[src/rtl/cwm_pkg.sv]
package cwm_pkg;

   localparam int FLAG_N    = 5;
   localparam int F_OOR     = 0;
   localparam int F_CEND    = 1;
   localparam int F_PEND    = 2;
   localparam int F_OSTART  = 3;
   localparam int F_PSTART  = 4;
   localparam int IRQ_SRC_N = 3;

   typedef enum logic {
      GRP_ORD = 1'b0,
      GRP_PRE = 1'b1
   } grp_e;

endpackage

[src/rtl/cwm_window_cmp.sv]
module cwm_window_cmp #(
   parameter int DATA_W = 12,
   parameter int CH_W   = 5
) (
   input  logic              conv_done,
   input  logic              conv_grp,
   input  logic [CH_W-1:0]   conv_chan,
   input  logic [DATA_W-1:0] conv_raw,
   input  logic              ord_en,
   input  logic              pre_en,
   input  logic              single,
   input  logic [CH_W-1:0]   sel_chan,
   input  logic [DATA_W-1:0] hi,
   input  logic [DATA_W-1:0] lo,
   output logic              oor_hit
);
   import cwm_pkg::*;

   logic grp_ok;
   logic chan_ok;
   logic above;
   logic below;

   always_comb begin
      grp_ok  = (grp_e'(conv_grp) == GRP_PRE) ? pre_en : ord_en;
      chan_ok = !single || (conv_chan == sel_chan);
      above   = conv_raw > hi;
      below   = conv_raw < lo;
      oor_hit = conv_done && grp_ok && chan_ok && (above || below);
   end

endmodule

[src/rtl/cwm_flag_bank.sv]
module cwm_flag_bank #(
   parameter int N = 5
) (
   input  logic         clk,
   input  logic         rst_n,
   input  logic [N-1:0] set_vec,
   input  logic         clr_we,
   input  logic [N-1:0] clr_val,
   output logic [N-1:0] flags
);

   for (genvar i = 0; i < N; i++) begin : g_bit
      logic clr_bit;
      assign clr_bit = clr_we && !clr_val[i];
      always_ff @(posedge clk or negedge rst_n) begin
         if (!rst_n)
            flags[i] <= 1'b0;
         else if (set_vec[i])
            flags[i] <= 1'b1;
         else if (clr_bit)
            flags[i] <= 1'b0;
      end
   end

endmodule

[src/rtl/cwm_irq_merge.sv]
module cwm_irq_merge #(
   parameter int N_SRC   = 3,
   parameter int IRQ_REG = 0
) (
   input  logic             clk,
   input  logic             rst_n,
   input  logic [N_SRC-1:0] src,
   input  logic [N_SRC-1:0] en,
   input  logic             peer,
   output logic             irq_line
);

   logic local_irq;

   if (IRQ_REG == 0) begin : g_comb
      assign local_irq = |(src & en);
      logic unused_clk;
      assign unused_clk = clk ^ rst_n;
   end else begin : g_reg
      always_ff @(posedge clk or negedge rst_n) begin
         if (!rst_n) local_irq <= 1'b0;
         else        local_irq <= |(src & en);
      end
   end

   assign irq_line = local_irq | peer;

endmodule

[src/rtl/conv_window_mon.sv]
module conv_window_mon #(
   parameter int DATA_W  = 12,
   parameter int CH_W    = 5,
   parameter int IRQ_REG = 0
) (
   input  logic              clk,
   input  logic              rst_n,
   input  logic              conv_done,
   input  logic              conv_grp,
   input  logic [CH_W-1:0]   conv_chan,
   input  logic [DATA_W-1:0] conv_raw,
   input  logic              ord_start,
   input  logic              pre_start,
   input  logic              mon_ord_en,
   input  logic              mon_pre_en,
   input  logic              mon_single,
   input  logic [CH_W-1:0]   mon_chan,
   input  logic [DATA_W-1:0] win_hi,
   input  logic [DATA_W-1:0] win_lo,
   input  logic              ie_oor,
   input  logic              ie_conv_end,
   input  logic              ie_pre_end,
   input  logic              clr_we,
   input  logic [4:0]        clr_val,
   input  logic              peer_irq,
   output logic [4:0]        flags,
   output logic              irq_line
);
   import cwm_pkg::*;

   if (DATA_W < 2 || DATA_W > 16) begin : g_bad_data_w
      $error("conv_window_mon: DATA_W out of range");
   end
   if (CH_W < 1 || CH_W > 8) begin : g_bad_ch_w
      $error("conv_window_mon: CH_W out of range");
   end
   if (IRQ_REG < 0 || IRQ_REG > 1) begin : g_bad_irq_reg
      $error("conv_window_mon: IRQ_REG must be 0 or 1");
   end

   logic              oor_hit;
   logic [FLAG_N-1:0] set_vec;
   logic [IRQ_SRC_N-1:0] irq_src;
   logic [IRQ_SRC_N-1:0] irq_en;

   cwm_window_cmp #(
      .DATA_W(DATA_W),
      .CH_W  (CH_W)
   ) u_cmp (
      .conv_done(conv_done),
      .conv_grp (conv_grp),
      .conv_chan(conv_chan),
      .conv_raw (conv_raw),
      .ord_en   (mon_ord_en),
      .pre_en   (mon_pre_en),
      .single   (mon_single),
      .sel_chan (mon_chan),
      .hi       (win_hi),
      .lo       (win_lo),
      .oor_hit  (oor_hit)
   );

   always_comb begin
      set_vec           = '0;
      set_vec[F_OOR]    = oor_hit;
      set_vec[F_CEND]   = conv_done && (grp_e'(conv_grp) == GRP_ORD);
      set_vec[F_PEND]   = conv_done && (grp_e'(conv_grp) == GRP_PRE);
      set_vec[F_OSTART] = ord_start;
      set_vec[F_PSTART] = pre_start;
   end

   cwm_flag_bank #(
      .N(FLAG_N)
   ) u_flags (
      .clk    (clk),
      .rst_n  (rst_n),
      .set_vec(set_vec),
      .clr_we (clr_we),
      .clr_val(clr_val),
      .flags  (flags)
   );

   assign irq_src = {flags[F_PEND], flags[F_CEND], flags[F_OOR]};
   assign irq_en  = {ie_pre_end, ie_conv_end, ie_oor};

   cwm_irq_merge #(
      .N_SRC  (IRQ_SRC_N),
      .IRQ_REG(IRQ_REG)
   ) u_irq (
      .clk     (clk),
      .rst_n   (rst_n),
      .src     (irq_src),
      .en      (irq_en),
      .peer    (peer_irq),
      .irq_line(irq_line)
   );

endmodule

[config.mk]
export PLATFORM = sky130hd
export DESIGN_NAME = conv_window_mon
export DESIGN_NICKNAME = d
export VERILOG_FILES = /design/src/rtl/cwm_pkg.sv /design/src/rtl/cwm_window_cmp.sv /design/src/rtl/cwm_flag_bank.sv /design/src/rtl/cwm_irq_merge.sv /design/src/rtl/conv_window_mon.sv
export SDC_FILE = /design/constraint.sdc
export NUM_CORES = 1
export LEC_CHECK = 0
export BUFFER_PORTS_ARGS = -buffer_cell sky130_fd_sc_hd__buf_2
export CAP_MARGIN = 20
export CORE_ASPECT_RATIO = 1.4
export CORE_MARGIN = 10
export CORE_UTILIZATION = 40
export DETAILED_ROUTE_END_ITERATION = 8
export PLACE_DENSITY = 0.91
export SKIP_CTS_REPAIR_TIMING = 1
export SLEW_MARGIN = 20
export SYNTH_ARGS = -nofsm -noshare
export SYNTH_HDL_FRONTEND = slang
export SYNTH_HIERARCHICAL = 1
export SYNTH_SLANG_ARGS = --single-unit
[constraint.sdc]
create_clock -name clk -period 1 [get_ports clk]
set_input_delay 0 -clock clk [delete_from_list [all_inputs] [get_ports clk]]
set_output_delay 0 -clock clk [all_outputs]
set_load 0.01 [all_outputs]
==> results of run 1 <==
[cell usage after synthesis]
library cell,count
a21oi_1,9
o211ai_1,1
ha_1,23
nand2b_1,5
nand4_2,1
o21ai_0,3
xor2_1,2
o41ai_2,1
nand2_1,3
dfrtp_1,5
a211oi_1,1
a21boi_0,1
mux2_2,1
nor2b_1,1
or4_4,1
nand3_1,5
a22oi_1,1
xnor2_1,3
and2_2,1
nor2_1,2
a21o_1,8
a21oi_2,1
o22ai_1,1
o21a_1,1
o31ai_1,1
and2b_2,1
inv_1,25
nand4_1,2
[routing by layer]
layer | up-vias | GRT usage | wire length, um
li1 | 556 | - | -
met1 | 481 | 0.112 | 1110
met2 | 54 | 0.243 | 1810
met3 | 4 | 0.0583 | 400
met4 | 0 | 0.0500 | 34
met5 | - | 0 | 0
[stage by stage]
stage,power (mW),setup TNS (ns),instances
2_1_floorplan,0.514,-0.305,110
3_3_place_gp,0.754,-0.505,213
3_5_place_dp,0.780,-0.539,213
4_1_cts,1.02,-0.313,217
5_1_grt,1.19,-0.387,221
6_report,1.09,-0.271,221
[where the power goes]
part           switching, mW  internal, mW  leakage, nW
Combinational          0.266         0.345        0.813
Clock                 0.0837         0.151       0.0150
Sequential            0.0190         0.224       0.0553
[area by class of cell]
cell class / count / area share
Clock buffer: 4 / 0.0165
Inverter: 25 / 0.0698
Multi-Input combinational cell: 80 / 0.509
Sequential cell: 5 / 0.0784
Tap cell: 22 / 0.0173
Timing Repair Buffer: 85 / 0.309
[worst max path at each step]
| stage | slack [ns] | cells after the start | from | to |
|---|---|---|---|---|
| finish | -0.25 | 9 | win_hi[1] | u_flags/flags[0]$_DFFE_PN0P_ |
| global route | -0.30 | 9 | win_hi[2] | u_flags/flags[0]$_DFFE_PN0P_ |
| CTS | -0.30 | 8 | win_hi[11] | u_flags/flags[0]$_DFFE_PN0P_ |
| detailed placement | -0.54 | 8 | win_hi[11] | u_flags/flags[0]$_DFFE_PN0P_ |
| global placement | -0.51 | 8 | win_hi[11] | u_flags/flags[0]$_DFFE_PN0P_ |
| floorplan | -0.30 | 7 | win_hi[11] | u_flags/flags[0]$_DFFE_PN0P_ |
[logic make-up (layout without fill, tap and decap cells)]
group                      count (synthesis)  after routing
and+or+nand+nor                           22             22
adders and majority gates                 23             23
DFF                                        5              5
buffers and inverters                     25            114
xor gates and xnor gates                   5              5
AOI/OAI and AO/OA                         29             29
muxes                                      1              1
==> results.json, run 1 <==
{
  "clock_latency_ns": 0.24,
  "finClkSkew_ns": 0,
  "drv_cap": 0,
  "ys_seq_elements": 5,
  "holdCritStartpoint": "clr_val[2]",
  "dieWidth_um": 59.9,
  "portBuffers": 70,
  "num_rows": 20,
  "ys_warn_count": 6,
  "critPathSlowestCell": "o41ai_2",
  "clkTransAtPathRegs_ns": 0.05,
  "powerDensity_mw_per_mm2": 683,
  "grt_max_degree": 6,
  "first_pass_iters": 4,
  "path_cells": "buf_2 -> inv_1 -> ha_4 -> nand3_2 -> o22ai_1 -> o21a_1 -> o41ai_2 -> a21oi_2 -> a21o_1",
  "dp_slack_ns": -0.539,
  "grt_pass1_vias": 1168,
  "drt_iter0_markers": 16,
  "min_path_cells": 3,
  "avgSynthCellArea_um2": 8.11,
  "seq_area_frac_synth": 0.140,
  "critPathMaxStageDelay_ns": 0.39,
  "r2r_start": "u_flags/flags[0]$_DFFE_PN0P_",
  "vias": 1095,
  "p_leak_nw": 0.883,
  "final_area_mm2": 0.00160,
  "holdPathEnd": "u_flags/flags[2]$_DFFE_PN0P_",
  "worst_slew_pin_slew_ns": 0.308,
  "final_core_util": 0.741,
  "synth_xor_xnor_area_share": 0.0491,
  "ios": 71,
  "final_common_cell": "buf_2",
  "syn_nets": 198,
  "grt_usage": 0.128,
  "cp-start-kind": "primary input",
  "final_max_slew_viol_count": 0,
  "wl_per_cell_um": 15.2,
  "antenna_found_initial": 0,
  "place_area_mm2": 0.00144,
  "rr_endpoint": "u_flags/flags[0]$_DFFE_PN0P_",
  "reg.largest.list": "u_flags/flags x5",
  "outcome": "complete, but fails checks",
  "yosys-top-cells-area": "ha_1, dfrtp_1, inv_1",
  "synth_top_family_by_area": "adder cells",
  "critPathArrivalTime_ns": 1.37,
  "worst_slack_ns": -0.245,
  "h-tree-depth": 1,
  "nets": 288,
  "worstPathBufferInverterCount": 2,
  "rsz0062_at_grt": "true",
  "clockBufferDepth": 2,
  "n_fill_cell": 152,
  "r2r_slack_ns": 0.31,
  "start_util": 0.415,
  "clkSinkCount": 5,
  "dieArea_mm2": 0.00455,
  "critPathMaxFanout": 2,
  "crit_type": "in2reg",
  "end_kind": "flip-flop",
  "multiInputGateArea_um2": 812,
  "ys_types": 28,
  "synth_compound_gate_area_share": 0.220,
  "setup_violations": 2,
  "crit_family": "compound AO/OA/AOI/OAI gates",
  "hold_class": "in2reg",
  "routed_via_density": 4.95,
  "antenna_left": 0,
  "hold_viol": 0,
  "vdd_ir_drop_max_mv": 0.430,
  "diodes": 0,
  "drive_above_1_share": 0.553,
  "wirelength_um": 3350,
  "synthSimpleGateAreaFrac": 0.150,
  "relSlewSlack": 0.792,
  "gp_congestion": 0.685,
  "final_cell_mix": "buf_2, inv_1, ha_1",
  "cp.required_ns": 1.13,
  "reg2reg_depth": 1,
  "top_register": "u_flags/flags",
  "synth_top_cell_area_share": 0.323,
  "synth_area_leader_cell": "ha_1",
  "synth.cell_area_um2": 892,
  "cts_tree": "built",
  "drc_errors": 0,
  "regArea_um2": 125,
  "synthMuxAreaShare": 0.0126,
  "overflow": 0,
  "period_minus_slack_ns": 1.25,
  "grt_pass1_wl_um": 4670,
  "whs_ns": 0.0658,
  "finalCritPeriodShare": 1.25,
  "synthAdderAreaFrac": 0.323,
  "synthCells": 110,
  "violations": "setup timing",
  "largest_reg_flops": 5,
  "syn_to_final_growth_pct": 78.8,
  "cts_buffers": 3,
  "max_freq_mhz": 803,
  "cts-root-buf": "clkbuf_4",
  "place_hpwl_um": 2770,
  "core_mm2": 0.00215,
  "fp.dieH_um": 75.9
}
No activity file was read; power rests on OpenSTA's default activity.
==> run 2: changes to the inputs <==
--- a/config.mk
+++ b/config.mk
@@ -7,11 +7,13 @@
 export LEC_CHECK = 0
 export BUFFER_PORTS_ARGS = -buffer_cell sky130_fd_sc_hd__buf_2
 export CAP_MARGIN = 20
+export CELL_PAD_IN_SITES_DETAIL_PLACEMENT = 0
+export CELL_PAD_IN_SITES_GLOBAL_PLACEMENT = 1
 export CORE_ASPECT_RATIO = 1.4
 export CORE_MARGIN = 10
-export CORE_UTILIZATION = 40
+export CORE_UTILIZATION = 28
 export DETAILED_ROUTE_END_ITERATION = 8
-export PLACE_DENSITY = 0.91
+export PLACE_DENSITY = 0.94
 export SKIP_CTS_REPAIR_TIMING = 1
 export SLEW_MARGIN = 20
 export SYNTH_ARGS = -nofsm -noshare
==> run 2 against run 1 <==
The flow still finishes with violations (setup timing). Register-to-register slack got worse by 0.09 ns. Routed wire length fell by 12%. Maximum frequency fell by 1.4%. Final cell count rose by 8.6%. Global-route usage fell by 3.8 points. Design area rose by 2.4%. Clock skew did not move. Count of clock-buffer cells in the layout did not move. Worst hold slack improved by 0.014 ns.
==> results.json, run 2 (same netlist as run 1, synthesis figures left out) <==
{
  "outcome": "complete, but fails checks",
  "violations": "setup timing",
  "power_mw": 1.19,
  "cp-start-kind": "primary input",
  "final_core_util": 0.528,
  "cts_buffers": 3,
  "h-tree-depth": 1,
  "critPathMaxStageDelay_ns": 0.37,
  "grt_max_degree": 6,
  "worst_slew_pin_slew_ns": 0.286,
  "portBuffers": 70,
  "cp.required_ns": 1.10,
  "p_leak_nw": 0.897,
  "reg.largest.list": "u_flags/flags x5",
  "final_cell_mix": "buf_2, inv_1, ha_1",
  "grt_usage": 0.0901,
  "dieArea_mm2": 0.00588,
  "worstPathBufferInverterCount": 1,
  "routed_via_density": 4.36,
  "path_cells": "buf_6 -> ha_4 -> a21oi_2 -> o22ai_1 -> o21a_1 -> o41ai_2 -> a21oi_2 -> a21o_1",
  "drive_above_1_share": 0.557,
  "antenna_left": 0,
  "top_register": "u_flags/flags",
  "gp_congestion": 0.838,
  "clkSinkCount": 5,
  "place_area_mm2": 0.00148,
  "wl_per_cell_um": 12.3,
  "grt_pass1_wl_um": 4390,
  "dp_slack_ns": -0.533,
  "vias": 1046,
  "n_fill_cell": 298,
  "diodes": 0,
  "crit_family": "compound AO/OA/AOI/OAI gates",
  "tns_ns": -0.263,
  "critPathSlowestCell": "o41ai_2",
  "period_minus_slack_ns": 1.26,
  "drc_errors": 0,
  "clockBufferDepth": 2,
  "final_max_slew_viol_count": 0,
  "num_rows": 24,
  "hold_class": "in2reg",
  "dieWidth_um": 67.7,
  "first_pass_iters": 4,
  "largest_reg_flops": 5,
  "whs_ns": 0.0801,
  "clock_latency_ns": 0.21,
  "final_common_cell": "buf_2",
  "cts_tree": "built",
  "start_util": 0.288,
  "finalCritPeriodShare": 1.26,
  "wirelength_um": 2960,
  "clkTransAtPathRegs_ns": 0.04,
  "final_area_mm2": 0.00163,
  "critPathArrivalTime_ns": 1.36,
  "cts-root-buf": "clkbuf_8",
  "drv_cap": 0,
  "fp.dieH_um": 86.8,
  "end_kind": "flip-flop",
  "nets": 290,
  "rsz0062_at_grt": "true",
  "placed_cells": 232,
  "setup_violations": 1,
  "drt_iter0_markers": 30,
  "overflow": 0,
  "syn_to_final_growth_pct": 83.0,
  "powerDensity_mw_per_mm2": 731,
  "worst_slack_ns": -0.263,
  "regArea_um2": 125,
  "hold_viol": 0,
  "antenna_found_initial": 0,
  "finClkSkew_ns": 0,
  "crit_type": "in2reg",
  "relSlewSlack": 0.808,
  "max_freq_mhz": 792,
  "grt_pass1_vias": 1093,
  "finalNonFillerCells": 240,
  "critPathMaxFanout": 2,
  "vdd_ir_drop_max_mv": 0.531,
  "cp_common_cell": "a21oi_2",
  "place_hpwl_um": 2660,
  "multiInputGateArea_um2": 796,
  "core_mm2": 0.00309,
  "ios": 71
}
-- run 2: worst register-to-register path, stage by stage (launching register included) --
cell	delay, ns
dfrtp_1	0.39
buf_4	0.14
a21o_1	0.14
-- run 2: final cells by class --
cell class	instances	area share
Tap cell	39	0.0299
Clock buffer	4	0.0276
Inverter	25	0.0697
Multi-Input combinational cell	80	0.487
Timing Repair Buffer	87	0.309
Sequential cell	5	0.0766
-- run 2: path summary, 6_finish.rpt --
check                                             start                           end  slack, ns  depth (start not counted)
setup / recovery                            conv_raw[2]  u_flags/flags[0]$_DFFE_PN0P_      -0.26                          8
max in group asynchronous                         rst_n  u_flags/flags[0]$_DFFE_PN0P_       0.73                          2
hold reg to reg            u_flags/flags[3]$_DFFE_PN0P_  u_flags/flags[3]$_DFFE_PN0P_       0.47                          1
hold / removal                               clr_val[1]  u_flags/flags[1]$_DFFE_PN0P_       0.08                          3
min in group asynchronous                         rst_n  u_flags/flags[1]$_DFFE_PN0P_       0.14                          2
setup reg to reg           u_flags/flags[2]$_DFFE_PN0P_  u_flags/flags[2]$_DFFE_PN0P_       0.22                          2
-- run 2: power by group --
part	internal [mW]	switching [mW]	total (mW)
registers	0.225	0.0153	0.241
clock network	0.273	0.0885	0.361
logic	0.340	0.251	0.591
-- run 2: routing by layer --
| layer | share of wire | track usage | up-vias |
|---|---|---|---|
| li1 | - | - | 561 |
| met1 | 0.36 | 0.0947 | 440 |
| met2 | 0.51 | 0.161 | 43 |
| met3 | 0.12 | 0.0375 | 2 |
| met4 | 0.0013 | 0.0169 | 0 |
| met5 | 0 | 0 | - |
